[src/rtl/trap_entry_pkg.sv]
package trap_entry_pkg;
  localparam int KIND_W = 4;

  // Status bit positions
  localparam int BIT_T = 1;
  localparam int BIT_U = 8;
  localparam int BIT_S = 9;
  localparam int BIT_P = 10;
  localparam int BIT_I = 11;

  typedef enum logic [KIND_W-1:0] {
    EK_SLAVE   = 4'd0,
    EK_ILLEGAL = 4'd1,
    EK_SVC     = 4'd2,
    EK_DVZ     = 4'd3,
    EK_FLAG    = 4'd4,
    EK_BPT     = 4'd5,
    EK_UNDEF   = 4'd6,
    EK_TRACE   = 4'd7,
    EK_INTR    = 4'd8
  } exc_kind_e;

  typedef enum logic [1:0] {
    CLS_NONE  = 2'd0,
    CLS_FAULT = 2'd1,
    CLS_TRACE = 2'd2,
    CLS_INTR  = 2'd3
  } exc_cls_e;
endpackage

[src/rtl/trap_kind_decode.sv]
module trap_kind_decode
  import trap_entry_pkg::*;
#(
  parameter int VEC_W = 8
) (
  input  logic [KIND_W-1:0] kind,
  output exc_cls_e          cls,
  output logic [VEC_W-1:0]  vec,
  output logic              is_undef
);
  always_comb begin
    cls      = CLS_FAULT;
    vec      = '0;
    is_undef = 1'b0;
    case (kind)
      EK_SLAVE:   vec = VEC_W'(3);
      EK_ILLEGAL: vec = VEC_W'(4);
      EK_SVC:     vec = VEC_W'(5);
      EK_DVZ:     vec = VEC_W'(6);
      EK_FLAG:    vec = VEC_W'(7);
      EK_BPT:     vec = VEC_W'(8);
      EK_UNDEF: begin
        vec      = VEC_W'(10);
        is_undef = 1'b1;
      end
      EK_TRACE: begin
        vec = VEC_W'(9);
        cls = CLS_TRACE;
      end
      EK_INTR: cls = CLS_INTR;
      default: cls = CLS_NONE;
    endcase
  end
endmodule

[src/rtl/trap_status_mask.sv]
module trap_status_mask
  import trap_entry_pkg::*;
#(
  parameter int PSR_W = 16
) (
  input  exc_cls_e          cls,
  input  logic              is_undef,
  input  logic              str_pend,
  input  logic [PSR_W-1:0]  psr_cur,
  input  logic [PSR_W-1:0]  psr_orig,
  output logic [PSR_W-1:0]  copy_val,
  output logic [PSR_W-1:0]  new_val
);
  localparam logic [PSR_W-1:0] ONE   = {{(PSR_W-1){1'b0}}, 1'b1};
  localparam logic [PSR_W-1:0] M_T   = ONE << BIT_T;
  localparam logic [PSR_W-1:0] M_U   = ONE << BIT_U;
  localparam logic [PSR_W-1:0] M_S   = ONE << BIT_S;
  localparam logic [PSR_W-1:0] M_P   = ONE << BIT_P;
  localparam logic [PSR_W-1:0] M_I   = ONE << BIT_I;
  localparam logic [PSR_W-1:0] CLR_FAULT = M_T | M_U | M_S | M_P;
  localparam logic [PSR_W-1:0] CLR_TRACE = M_T | M_U | M_S;
  localparam logic [PSR_W-1:0] CLR_INTR  = M_T | M_U | M_S | M_P | M_I;

  logic [PSR_W-1:0] base;
  logic [PSR_W-1:0] pre_clr;
  logic [PSR_W-1:0] post_clr;

  always_comb begin
    base     = psr_cur;
    pre_clr  = '0;
    post_clr = '0;
    unique case (cls)
      CLS_FAULT: begin
        base     = psr_orig;
        pre_clr  = is_undef ? M_P : '0;
        post_clr = CLR_FAULT;
      end
      CLS_TRACE: begin
        pre_clr  = M_P;
        post_clr = CLR_TRACE;
      end
      CLS_INTR: begin
        pre_clr  = str_pend ? M_P : '0;
        post_clr = CLR_INTR;
      end
      default: ;
    endcase
    copy_val = base & ~pre_clr;
    new_val  = copy_val & ~post_clr;
  end
endmodule

[src/rtl/trap_ctx_select.sv]
module trap_ctx_select
  import trap_entry_pkg::*;
#(
  parameter int ADDR_W = 32,
  parameter int SP_W   = 32
) (
  input  exc_cls_e           cls,
  input  logic               str_pend,
  input  logic [ADDR_W-1:0]  pc_cur,
  input  logic [ADDR_W-1:0]  pc_next,
  input  logic [SP_W-1:0]    sp_cur,
  input  logic [SP_W-1:0]    sp_orig,
  output logic [ADDR_W-1:0]  ret_val,
  output logic [SP_W-1:0]    sp_val
);
  always_comb begin
    ret_val = pc_next;
    sp_val  = sp_cur;
    if (cls == CLS_FAULT) begin
      ret_val = pc_cur;
      sp_val  = sp_orig;
    end else if (cls == CLS_INTR && str_pend) begin
      ret_val = pc_cur;
    end
  end
endmodule

[src/rtl/trap_entry_ctrl.sv]
module trap_entry_ctrl
  import trap_entry_pkg::*;
#(
  parameter int PSR_W  = 16,
  parameter int ADDR_W = 32,
  parameter int SP_W   = 32,
  parameter int VEC_W  = 8
) (
  input  logic              clk,
  input  logic              rst,
  input  logic              req_vld,
  input  logic [KIND_W-1:0] req_kind,
  input  logic              str_pend,
  input  logic [PSR_W-1:0]  psr_cur,
  input  logic [PSR_W-1:0]  psr_orig,
  input  logic [SP_W-1:0]   sp_cur,
  input  logic [SP_W-1:0]   sp_orig,
  input  logic [ADDR_W-1:0] pc_cur,
  input  logic [ADDR_W-1:0] pc_next,
  output logic              res_vld,
  output logic [VEC_W-1:0]  vec_out,
  output logic [ADDR_W-1:0] ret_addr,
  output logic [PSR_W-1:0]  psr_copy,
  output logic [PSR_W-1:0]  psr_new,
  output logic [SP_W-1:0]   sp_out
);
  exc_cls_e          cls;
  logic              is_undef;
  logic [VEC_W-1:0]  vec_d;
  logic [PSR_W-1:0]  copy_d;
  logic [PSR_W-1:0]  new_d;
  logic [ADDR_W-1:0] ret_d;
  logic [SP_W-1:0]   sp_d;
  logic              accept;

  trap_kind_decode #(.VEC_W(VEC_W)) u_dec (
    .kind     (req_kind),
    .cls      (cls),
    .vec      (vec_d),
    .is_undef (is_undef)
  );

  trap_status_mask #(.PSR_W(PSR_W)) u_psr (
    .cls      (cls),
    .is_undef (is_undef),
    .str_pend (str_pend),
    .psr_cur  (psr_cur),
    .psr_orig (psr_orig),
    .copy_val (copy_d),
    .new_val  (new_d)
  );

  trap_ctx_select #(.ADDR_W(ADDR_W), .SP_W(SP_W)) u_ctx (
    .cls      (cls),
    .str_pend (str_pend),
    .pc_cur   (pc_cur),
    .pc_next  (pc_next),
    .sp_cur   (sp_cur),
    .sp_orig  (sp_orig),
    .ret_val  (ret_d),
    .sp_val   (sp_d)
  );

  assign accept = req_vld && (cls != CLS_NONE);

  always_ff @(posedge clk) begin
    if (rst) begin
      res_vld  <= 1'b0;
      vec_out  <= '0;
      ret_addr <= '0;
      psr_copy <= '0;
      psr_new  <= '0;
      sp_out   <= '0;
    end else begin
      res_vld <= accept;
      if (accept) begin
        vec_out  <= vec_d;
        ret_addr <= ret_d;
        psr_copy <= copy_d;
        psr_new  <= new_d;
        sp_out   <= sp_d;
      end
    end
  end
endmodule

[config.mk]
export PLATFORM = sky130hd
export DESIGN_NAME = trap_entry_ctrl
export DESIGN_NICKNAME = d
export VERILOG_FILES = /design/src/rtl/trap_entry_pkg.sv /design/src/rtl/trap_kind_decode.sv /design/src/rtl/trap_status_mask.sv /design/src/rtl/trap_ctx_select.sv /design/src/rtl/trap_entry_ctrl.sv
export SDC_FILE = /design/constraint.sdc
export NUM_CORES = 1
export LEC_CHECK = 0
export BUFFER_PORTS_ARGS = -buffer_cell sky130_fd_sc_hd__buf_2
export CAP_MARGIN = 25
export CORE_AREA = 2 2 107 109
export CTS_CLUSTER_DIAMETER = 150
export DETAILED_ROUTE_END_ITERATION = 10
export DIE_AREA = 0 0 109 111
export PLACE_DENSITY = 0.88
export SKIP_CTS_REPAIR_TIMING = 1
export SYNTH_ARGS = -nofsm -noshare
export SYNTH_HDL_FRONTEND = slang
export SYNTH_SLANG_ARGS = --single-unit
[constraint.sdc]
create_clock -name clk -period 4.5 [get_ports clk]
set_input_delay 0.9 -clock clk [delete_from_list [all_inputs] [get_ports clk]]
set_output_delay 0.9 -clock clk [all_outputs]
set_load 0.05 [all_outputs]
==> results of run 1 <==
-- sequential cells by signal, indices dropped and copies added, names as in the netlist --
signal    count
res_vld       1
vec_out       4
psr_new       5
sp_out       32
ret_addr     32
psr_copy     16
-- final timing paths --
check	from	to	slack [ns]
worst max register to register	psr_copy[0]	psr_copy[0]	3.64
worst min register to register	psr_copy[10]	psr_copy[10]	0.45
worst max-delay path	req_kind[2]	sp_out[3]	1.61
worst min-delay path	psr_copy[10]	psr_copy[10]	0.45
-- layer usage --
layer | vias up | track usage (%) | routed length [microns]
met5 | - | 0 | 0
met4 | 0 | 11.9 | 467
met3 | 37 | 3.82 | 970
met2 | 241 | 37.7 | 6990
met1 | 2367 | 29.3 | 5990
li1 | 2506 | - | -
-- kinds of logic (layout without fill, tap and decap cells) --
logic type,count (synthesis),in the layout,share of synthesized area (%)
AO/OA/AOI/OAI,140,140,19.2
XOR/XNOR,1,1,0.182
buffers and inverters,78,291,10.7
flip-flops,90,90,37.4
multiplexers,3,3,0.700
other,1,5,0.0777
AND/OR/NAND/NOR,279,279,31.8
-- synthesized netlist by cell type --
| cell | count |
|---|---|
| a211oi_1 | 38 |
| a211oi_2 | 10 |
| a21boi_0 | 1 |
| a21o_4 | 1 |
| a21oi_1 | 48 |
| a22oi_1 | 1 |
| a311oi_1 | 1 |
| a31o_1 | 1 |
| a31oi_4 | 1 |
| and2_1 | 1 |
| and4_1 | 32 |
| buf_1 | 4 |
| buf_12 | 1 |
| buf_2 | 26 |
| buf_4 | 20 |
| buf_6 | 9 |
| buf_8 | 3 |
| clkbuf_1 | 15 |
| conb_1 | 1 |
| dfxtp_1 | 90 |
| mux2_2 | 3 |
| nand2_1 | 50 |
| nand2_2 | 1 |
| nand2b_1 | 1 |
| nand3_1 | 64 |
| nand3b_1 | 1 |
| nor2_1 | 87 |
| nor2b_1 | 2 |
| nor3_1 | 4 |
| nor3_2 | 29 |
| nor3b_1 | 4 |
| nor4b_4 | 1 |
| o211ai_1 | 1 |
| o21ai_0 | 31 |
| o21ai_1 | 3 |
| o22ai_1 | 1 |
| o31ai_2 | 1 |
| o32ai_1 | 1 |
| or3_1 | 1 |
| or3b_1 | 1 |
| xnor2_1 | 1 |
-- report_power, final --
| part | leakage [nW] | switching, mW | internal, mW | total (mW) |
|---|---|---|---|---|
| logic | 2.00 | 0.450 | 0.187 | 0.637 |
| registers | 0.743 | 0.0311 | 0.855 | 0.886 |
| clock network | 0.167 | 0.315 | 0.560 | 0.875 |
-- stage by stage --
stage	power (mW)	hold WS (ns)	cells	setup WS (ns)	utilization, %
6_report	2.40	0.446	952	1.61	56.7
5_1_grt	2.50	0.473	952	1.44	56.7
4_1_cts	2.41	0.451	951	1.63	56.6
3_5_place_dp	1.54	0.443	935	1.28	53.5
3_3_place_gp	1.53	0.436	933	1.27	53.1
2_1_floorplan	1.38	0.668	595	2.38	-
-- worst max-delay path: cells and delay by family --
family / cells / cell delay (ns)
simple gates: 2 / 0.72
compound gates: 2 / 0.68
buf+inv: 2 / 0.79
-- layout make-up --
type,count,area [sq um],area share [%]
multi-input cells,427,2520,40.1
flip-flops and latches,90,1800,28.7
repair buffers,275,1430,22.8
clock buffers,12,246,3.93
well taps,143,179,2.85
clock inverters,4,98.8,1.57
diodes,1,2.50,0.0399
==> flow_summary.ini, run 1 <==
[sta]
totalNegativeSetupSlack_ns = 0
fin_crit_sh_pct = 64.3
fin_skew_ns = 0
tightest_slew_ns = 0.993
rsz0062_at_grt = no
max_freq_mhz = 346
slew_viol_final = 0
report.final.hold_viol_count = 0
maxSlewHeadroom_pct = 33.8
layout_min_cycle_time_ns = 2.89
finalSetupViolCount = 0

[final_layout]
layout_commonest_cell = buf_2
drive_above_1_share_pct = 42.0
final_cell_mix = buf_2, dfxtp_1, nor2_1, nand3_1, nand2_1
final_nets = 971
syn2layout_area_growth_pct = 30.1
fillers = 1051
fin_area_sq_um = 6280

[pwr]
leakagePower_nw = 2.91
pwr_density_cell_nw_per_um2 = 382
ir_worst_vdd_mv = 0.235

[detailed_routing]
drc_errors = 0
ant_nets = 0
drt_first_pass_iters = 5
drtIter0Drc = 380
post_drt_via_cell_ratio = 5.41
vias = 5151
wire_per_inst_microns = 15.1
drt_wl_total_mm = 14.4

[clock_network]
clk_path_buf_depth = 2
insertion_delay_ns = 0.33
cts_sinks = 90
cts_tree = yes
h-tree-depth = 3
clk_pin_slew_ns = 0.07
cts_buffers = 9
cts_root_buffer = clkbuf_16

[synth]
netlist_area_sq_um = 4820
syn_inst = 592
yosys_warnings = 0
ys_seq_elements = 90
synth_area_leaders = dfxtp_1, nor2_1, nand3_1, nor3_2, a211oi_1
yosysTopAreaCellShare_pct = 37.4
synth.avg_cell_area_sq_um = 8.15
ys_seq_area_share_pct = 37.4
synth_cell_types = 41
yosysTopAreaCell = dfxtp_1

[grt]
grt_max_degree = 75
grt.overflow.total = 0
grt_pass1_vias = 4767
grt_pass1_wl_mm = 22.6
antenna_found_initial = 1
grtUsageTotal_pct = 23.2

[setup_path]
path_class = input pin to flip-flop
crit_chain = buf_2, o31ai_2, and2_4, buf_4, nor2_1, a211oi_1
cpMaxStageDelayCell = and2_4
crit_required_ns = 4.73
crit_path_end_kind = flip-flop
critPathArrivalTime_ns = 3.12
reg2reg_depth = 2
cp_max_fo = 74
critPathLaunchType = input pin
max_stage_delay_ns = 0.64

[placement]
hpwl_mm = 10.0
numPortBuffers = 268
place_congestion = 0.811
place_area_sq_um = 5930

[floorplanning]
rows = 39
ioPinCount = 273
die_h_microns = 111
initial_core_util_pct = 43.5
die_area_sq_um = 12100
die_x_microns = 109
core-area_sq_um = 11100

[job]
maxCapViolations = 0

[outcome]
status = finished clean

[hold_path]
min_path_cells = 2
hold_path_class = flip-flop to flip-flop
(Power assumes the default switching activity.)
==> run 2, diff against run 1 <==
--- a/config.mk
+++ b/config.mk
@@ -5,13 +5,14 @@
 export SDC_FILE = /design/constraint.sdc
 export NUM_CORES = 1
 export LEC_CHECK = 0
+export ABC_AREA = 1
 export BUFFER_PORTS_ARGS = -buffer_cell sky130_fd_sc_hd__buf_2
 export CAP_MARGIN = 25
-export CORE_AREA = 2 2 107 109
+export CORE_AREA = 2 2 105 107
 export CTS_CLUSTER_DIAMETER = 150
 export DETAILED_ROUTE_END_ITERATION = 10
-export DIE_AREA = 0 0 109 111
-export PLACE_DENSITY = 0.88
+export DIE_AREA = 0 0 107 109
+export PLACE_DENSITY = 0.87
 export SKIP_CTS_REPAIR_TIMING = 1
 export SYNTH_ARGS = -nofsm -noshare
 export SYNTH_HDL_FRONTEND = slang
==> constraint.sdc (replaced) <==
create_clock -name clk -period 2.8 [get_ports clk]
set_input_delay 0.56 -clock clk [delete_from_list [all_inputs] [get_ports clk]]
set_output_delay 0.56 -clock clk [all_outputs]
set_load 0.05 [all_outputs]
==> run 2 against run 1 <==
Register-to-register slack lost 1.5 ns. Sequential share of layout area increased by 2.3 points. Critical path depth is 2 higher. Non-clock buffer count shrank 2. Via count is 6.2% lower. Clock power rose by 11%. Combinational power is 29% higher. Area after synthesis fell by 8.8%. Sequential power is 57% higher. Total power up 33%. Worst setup slack worse by 0.57 ns. Flip-flop and latch count unchanged. Highest routed layer unchanged.
==> flow_summary.ini, run 2 <==
[outcome]
status = finished clean

[setup_path]
startpoint = req_kind[2]
reg2reg_from = psr_copy[2]
crit_path_end_kind = flip-flop
ff2ff_setup_slack_ns = 2.12
crit_chain = buf_2, inv_2, nand2_2, nand2_2, nand2_4, buf_4, nand3_1, o21ai_1
crit_required_ns = 3.08
critPathArrivalTime_ns = 2.05
endpoint = ret_addr[16]
cp_max_fo = 86
max_stage_delay_ns = 0.66
critPathLaunchType = input pin
path_class = input pin to flip-flop
cpMostUsedCell = nand2_2
r2r_end = psr_copy[2]
reg2reg_depth = 2
cpMaxStageDelayCell = buf_4

[detailed_routing]
vias = 4830
drtIter0Drc = 208
post_drt_via_cell_ratio = 4.58
ant_nets = 0
drt_first_pass_iters = 4
drc_errors = 0
wl_met2_mm = 6.01
wire_per_inst_microns = 11.7
dr_wl_met3_mm = 1.14
maxUsedRoutingLayer = met4
routedLengthMet1_mm = 5.07
drt_wl_total_mm = 12.3

[sta]
max_freq_mhz = 567
fin_skew_ns = 0
tightest_slew_ns = 0.874
slew_viol_final = 0
fin_ws_ns = 1.04
fin_crit_sh_pct = 63.0
totalNegativeSetupSlack_ns = 0
maxSlewHeadroom_pct = 41.7
report.final.hold_viol_count = 0
finalSetupViolCount = 0
rsz0062_at_grt = no
layout_min_cycle_time_ns = 1.76

[synth]
synth.avg_cell_area_sq_um = 6.49
synth_cell_types = 23
yosysTopAreaCellShare_pct = 40.9
yosysTopAreaCell = dfxtp_1
ys_seq_area_share_pct = 40.9
synth-edff-count = 0
synth_ff_type = dfxtp_1
synth_area_leaders = dfxtp_1, nand2_1, a21oi_1, buf_4, nand3_1
async_flop_share_pct = 0
ys_seq_elements = 90
yosys_warnings = 0
synth.most_common_cell = nand2_1
yosys-top-cells-count = nand2_1, dfxtp_1, a21oi_1, nor2_1, nand3_1
netlist_area_sq_um = 4400
syn_inst = 678

[job]
maxCapViolations = 0

[final_layout]
syn2layout_area_growth_pct = 32.2
top_regs = ret_addr: 32 flops, sp_out: 32 flops, psr_copy: 16 flops
antenna_cells = 0
stdcell_count = 1054
utilization_pct = 54.9
drive_above_1_share_pct = 33.2
layout_commonest_cell = nand2_1
final_nets = 1077
final_cell_mix = nand2_1, buf_2, dfxtp_1, a21oi_1, nor2_1
fillers = 1039

[clock_network]
cts_root_buffer = clkbuf_8
cts_buffers = 9
h-tree-depth = 3
cts_tree = yes
insertion_delay_ns = 0.35
clk_path_buf_depth = 2
clk_pin_slew_ns = 0.09
cts_sinks = 90

[pwr]
leakagePower_nw = 3.18
pwr_density_cell_nw_per_um2 = 547
ir_worst_vdd_mv = 0.303

[placement]
numPortBuffers = 268
place_congestion = 0.754
hpwl_mm = 8.98
placed_cells = 1038
pre_cts_ws_ns = 0.667

[grt]
grtUsageTotal_pct = 20.1
grt_max_degree = 87
grt_pass1_wl_mm = 18.9
grt_pass1_vias = 4155
grt.overflow.total = 0
antenna_found_initial = 0

[floorplanning]
rows = 38
die_x_microns = 107
initial_core_util_pct = 41.5
ioPinCount = 273
die_area_sq_um = 11700
core-area_sq_um = 10600
die_h_microns = 109

[hold_path]
hold_path_class = flip-flop to flip-flop
==> run 2: cell count changes in the layout (fill, tap and decap cells not counted), moves of 10 or more <==
cell and delta:
nand2_1 +264, nor2_1 -46, a211oi_1 -38, inv_1 +36
and4_1 -32, nor3_2 -29, o21ai_0 -29, o21ai_1 +29
nand3_1 -27, a211oi_2 -10
==> run 2: worst min path at each step <==
stage / depth (start not counted) / startpoint / endpoint
after global routing: 3 / pc_next[2] / ret_addr[2]
after global placement: 2 / psr_new[10] / psr_new[10]
final: 2 / psr_new[10] / psr_new[10]
after detailed placement: 2 / psr_new[10] / psr_new[10]
after floorplan: 2 / psr_new[10] / psr_new[10]
after CTS: 3 / pc_next[2] / ret_addr[2]
==> run 2: area by class of cell <==
| class | instances | area, sq um | share of cell area (%) |
|---|---|---|---|
| Multi-Input combinational cell | 495 | 2090 | 36.0 |
| Sequential cell | 90 | 1800 | 31.0 |
| Timing Repair Buffer | 273 | 1380 | 23.7 |
| Tap cell | 140 | 175 | 3.01 |
| Inverter | 40 | 150 | 2.58 |
| Clock buffer | 11 | 141 | 2.43 |
| Clock inverter | 5 | 77.6 | 1.33 |
==> run 2: cells by family (layout without fill, tap and decap cells) <==
group                     count (synthesis)  count (layout)  share of synthesized area, %
AOI/OAI and AO/OA                        88              88                          10.3
xor gates and xnor gates                  1               1                         0.199
buffers and inverters                    96             329                          11.7
DFF                                      90              90                          40.9
other                                     1               4                        0.0852
and+or+nand+nor                         402             402                          36.7
==> run 2: through the flow <==
step	hold slack (ns)	total power, mW	instance area [sq um]
finish	0.451	3.18	5820
global route	0.441	3.36	5820
CTS	0.439	3.22	5820
detailed placement	0.429	2.24	5600
global placement	0.423	2.23	5600
floorplan	0.658	2.02	4410
==> run 2: power by group <==
| part | internal, mW | switching [mW] | total, mW |
|---|---|---|---|
| Sequential | 1.35 | 0.0362 | 1.39 |
| Clock | 0.525 | 0.446 | 0.971 |
| Combinational | 0.237 | 0.583 | 0.820 |
==> run 2: worst max-delay path: cells and delay by family <==
kind / cells / cell delay, ns
AO/OA/AOI/OAI: 1 / 0.12
buffers and inverters: 3 / 0.87
AND/OR/NAND/NOR: 4 / 0.42
==> run 2: layer usage <==
metal  vias to the layer above  global-route usage, %
li1                       2538                      -
met1                      2103                   22.3
met2                       183                   37.0
met3                         6                   7.29
met4                         0                   3.90
met5                         -                      0
==> run 3, diff against run 2 <==
--- a/config.mk
+++ b/config.mk
@@ -8,11 +8,11 @@
 export ABC_AREA = 1
 export BUFFER_PORTS_ARGS = -buffer_cell sky130_fd_sc_hd__buf_2
 export CAP_MARGIN = 25
-export CORE_AREA = 2 2 105 107
+export CORE_ASPECT_RATIO = 1.4
+export CORE_UTILIZATION = 39
 export CTS_CLUSTER_DIAMETER = 150
 export DETAILED_ROUTE_END_ITERATION = 10
-export DIE_AREA = 0 0 107 109
-export PLACE_DENSITY = 0.87
+export PLACE_DENSITY = 0.85
 export SKIP_CTS_REPAIR_TIMING = 1
 export SYNTH_ARGS = -nofsm -noshare
 export SYNTH_HDL_FRONTEND = slang
==> constraint.sdc (replaced) <==
create_clock -name clk -period 1.5 [get_ports clk]
set_input_delay 0.3 -clock clk [delete_from_list [all_inputs] [get_ports clk]]
set_output_delay 0.3 -clock clk [all_outputs]
set_load 0.05 [all_outputs]
==> run 3 against run 2 <==
Count of clock-buffer cells in the layout up 1. Flip-flop and latch count unchanged. Combinational power up 96%. Clock skew unchanged. Highest routed layer unchanged. Clock power up 130%. Via count up 3.6%.
==> flow_summary.ini, run 3 (synthesis gave the netlist of run 2 again) <==
[sta]
fin_crit_sh_pct = 89.3
fin_skew_ns = 0
slew_viol_final = 0
tightest_slew_ns = 0.748
max_freq_mhz = 747
report.final.hold_viol_count = 0
rsz0062_at_grt = no
layout_min_cycle_time_ns = 1.34
maxSlewHeadroom_pct = 50.1
finalSetupViolCount = 0

[final_layout]
layout_commonest_cell = nand2_1
fillers = 1108
multiInputGateArea_sq_um = 2090
final_nets = 1097
top_regs = ret_addr: 32 flops, sp_out: 32 flops, psr_copy: 16 flops
final_cell_mix = nand2_1, buf_2, dfxtp_1, a21oi_1, nor2_1
fin_area_sq_um = 6110
syn2layout_area_growth_pct = 39.0
antenna_cells = 0
drive_above_1_share_pct = 34.4
utilization_pct = 56.0
ff_latch_area_sq_um = 1800

[placement]
place_area_sq_um = 5830
numPortBuffers = 268
hpwl_mm = 9.38
place_congestion = 0.829

[setup_path]
cp_max_fo = 46
crit_required_ns = 1.76
crit_path_end_kind = flip-flop
path_class = input pin to flip-flop
critPathArrivalTime_ns = 1.60
critPathLaunchType = input pin
reg2reg_depth = 2

[grt]
antenna_found_initial = 0
grt_pass1_vias = 4569
grtUsageTotal_pct = 21.3
grt_pass1_wl_mm = 20.2
grt.overflow.total = 0
grt_max_degree = 49

[job]
maxCapViolations = 0

[pwr]
ir_worst_vdd_mv = 0.522
clock_power_share_pct = 34.4
comb_power_share_pct = 25.1
pwr_density_cell_nw_per_um2 = 1050
power_frac_seq_pct = 40.5
power.share.switching_pct = 32.5
power_switching_mw = 2.09
cellInternalPower_mw = 4.33
leakagePower_nw = 3.32

[clock_network]
cts_sinks = 90
clk_pin_slew_ns = 0.07
h-tree-depth = 3
cts_tree = yes
clk_path_buf_depth = 2
insertion_delay_ns = 0.33
cts_buffers = 9
cts_root_buffer = clkbuf_16

[detailed_routing]
vias = 5005
dr_wl_met3_microns = 841
ant_nets = 0
drtIter0Drc = 189
wire_per_inst_microns = 11.8
post_drt_via_cell_ratio = 4.66
drc_errors = 0
drt_first_pass_iters = 5
routedLengthMet1_mm = 4.92
wl_met2_mm = 6.45
maxUsedRoutingLayer = met4
drt_wl_total_mm = 12.7

[floorplanning]
die_x_microns = 91.8
die_h_microns = 128
ioPinCount = 273
rows = 45
die_area_sq_um = 11700
initial_core_util_pct = 40.3
core-area_sq_um = 10900

[hold_path]
min_path_cells = 3
hold_path_class = input pin to flip-flop

[outcome]
status = finished clean
run 3: cell count changes in the layout (fill, tap and decap cells not counted):
cell / change
clkbuf_8: -10
clkbuf_16: +9
clkinvlp_4: +2
buf_4: +14
bufinv_16: -1
clkinv_2: -2
clkbuf_1: +2
buf_12: +6
run 3: layout make-up:
cell class                 count  share of cell area (%)
sequential                    90                    29.5
tap                          141                    2.89
timing repair buffer         293                    26.2
multi-input combinational    495                    34.2
inverter                      40                    2.46
clock buffer                  12                    3.87
clock inverter                 4                   0.859
run 3: metal layers:
layer	vias up	global-route usage, %
li1	2580	-
met1	2188	21.9
met2	202	39.7
met3	35	5.04
met4	0	11.2
met5	-	0
run 3: worst max-delay path, cell delays in order:
cell     delay (ns)
buf_2          0.12
inv_2          0.11
nand2_4        0.07
inv_2          0.54
nand2_1        0.13
nand2_1        0.10
nand2_1        0.06
a21oi_1        0.13
run 3: per-stage QoR:
step | power (mW) | setup slack, ns | hold WS, ns | setup TNS (ns) | std cells
global placement | 4.25 | -0.0813 | 0.426 | -3.22 | 1059
CTS | 6.49 | 0.180 | 0.197 | 0 | 1075
floorplan | 3.77 | 0.287 | 0.461 | 0 | 681
detailed placement | 4.27 | -0.172 | 0.430 | -6.44 | 1059
global route | 6.74 | 0.0158 | 0.219 | 0 | 1075
finish | 6.41 | 0.161 | 0.213 | 0 | 1075
run 3: worst paths after layout:
| check | from | to | slack [ns] |
|---|---|---|---|
| max | req_kind[3] | sp_out[20] | 0.16 |
| min | pc_next[6] | ret_addr[6] | 0.21 |
| max reg2reg | psr_copy[0] | psr_copy[0] | 0.85 |
| min reg2reg | psr_new[10] | psr_new[10] | 0.44 |
run 3: power by group through the flow:
stage	clock [mW]	sequential, mW	combinational, mW
after floorplan	0	3.12	0.646
after global placement	0	2.64	1.60
after detailed placement	0	2.65	1.62
after CTS	2.27	2.60	1.62
after global routing	2.38	2.61	1.75
final	2.20	2.60	1.61
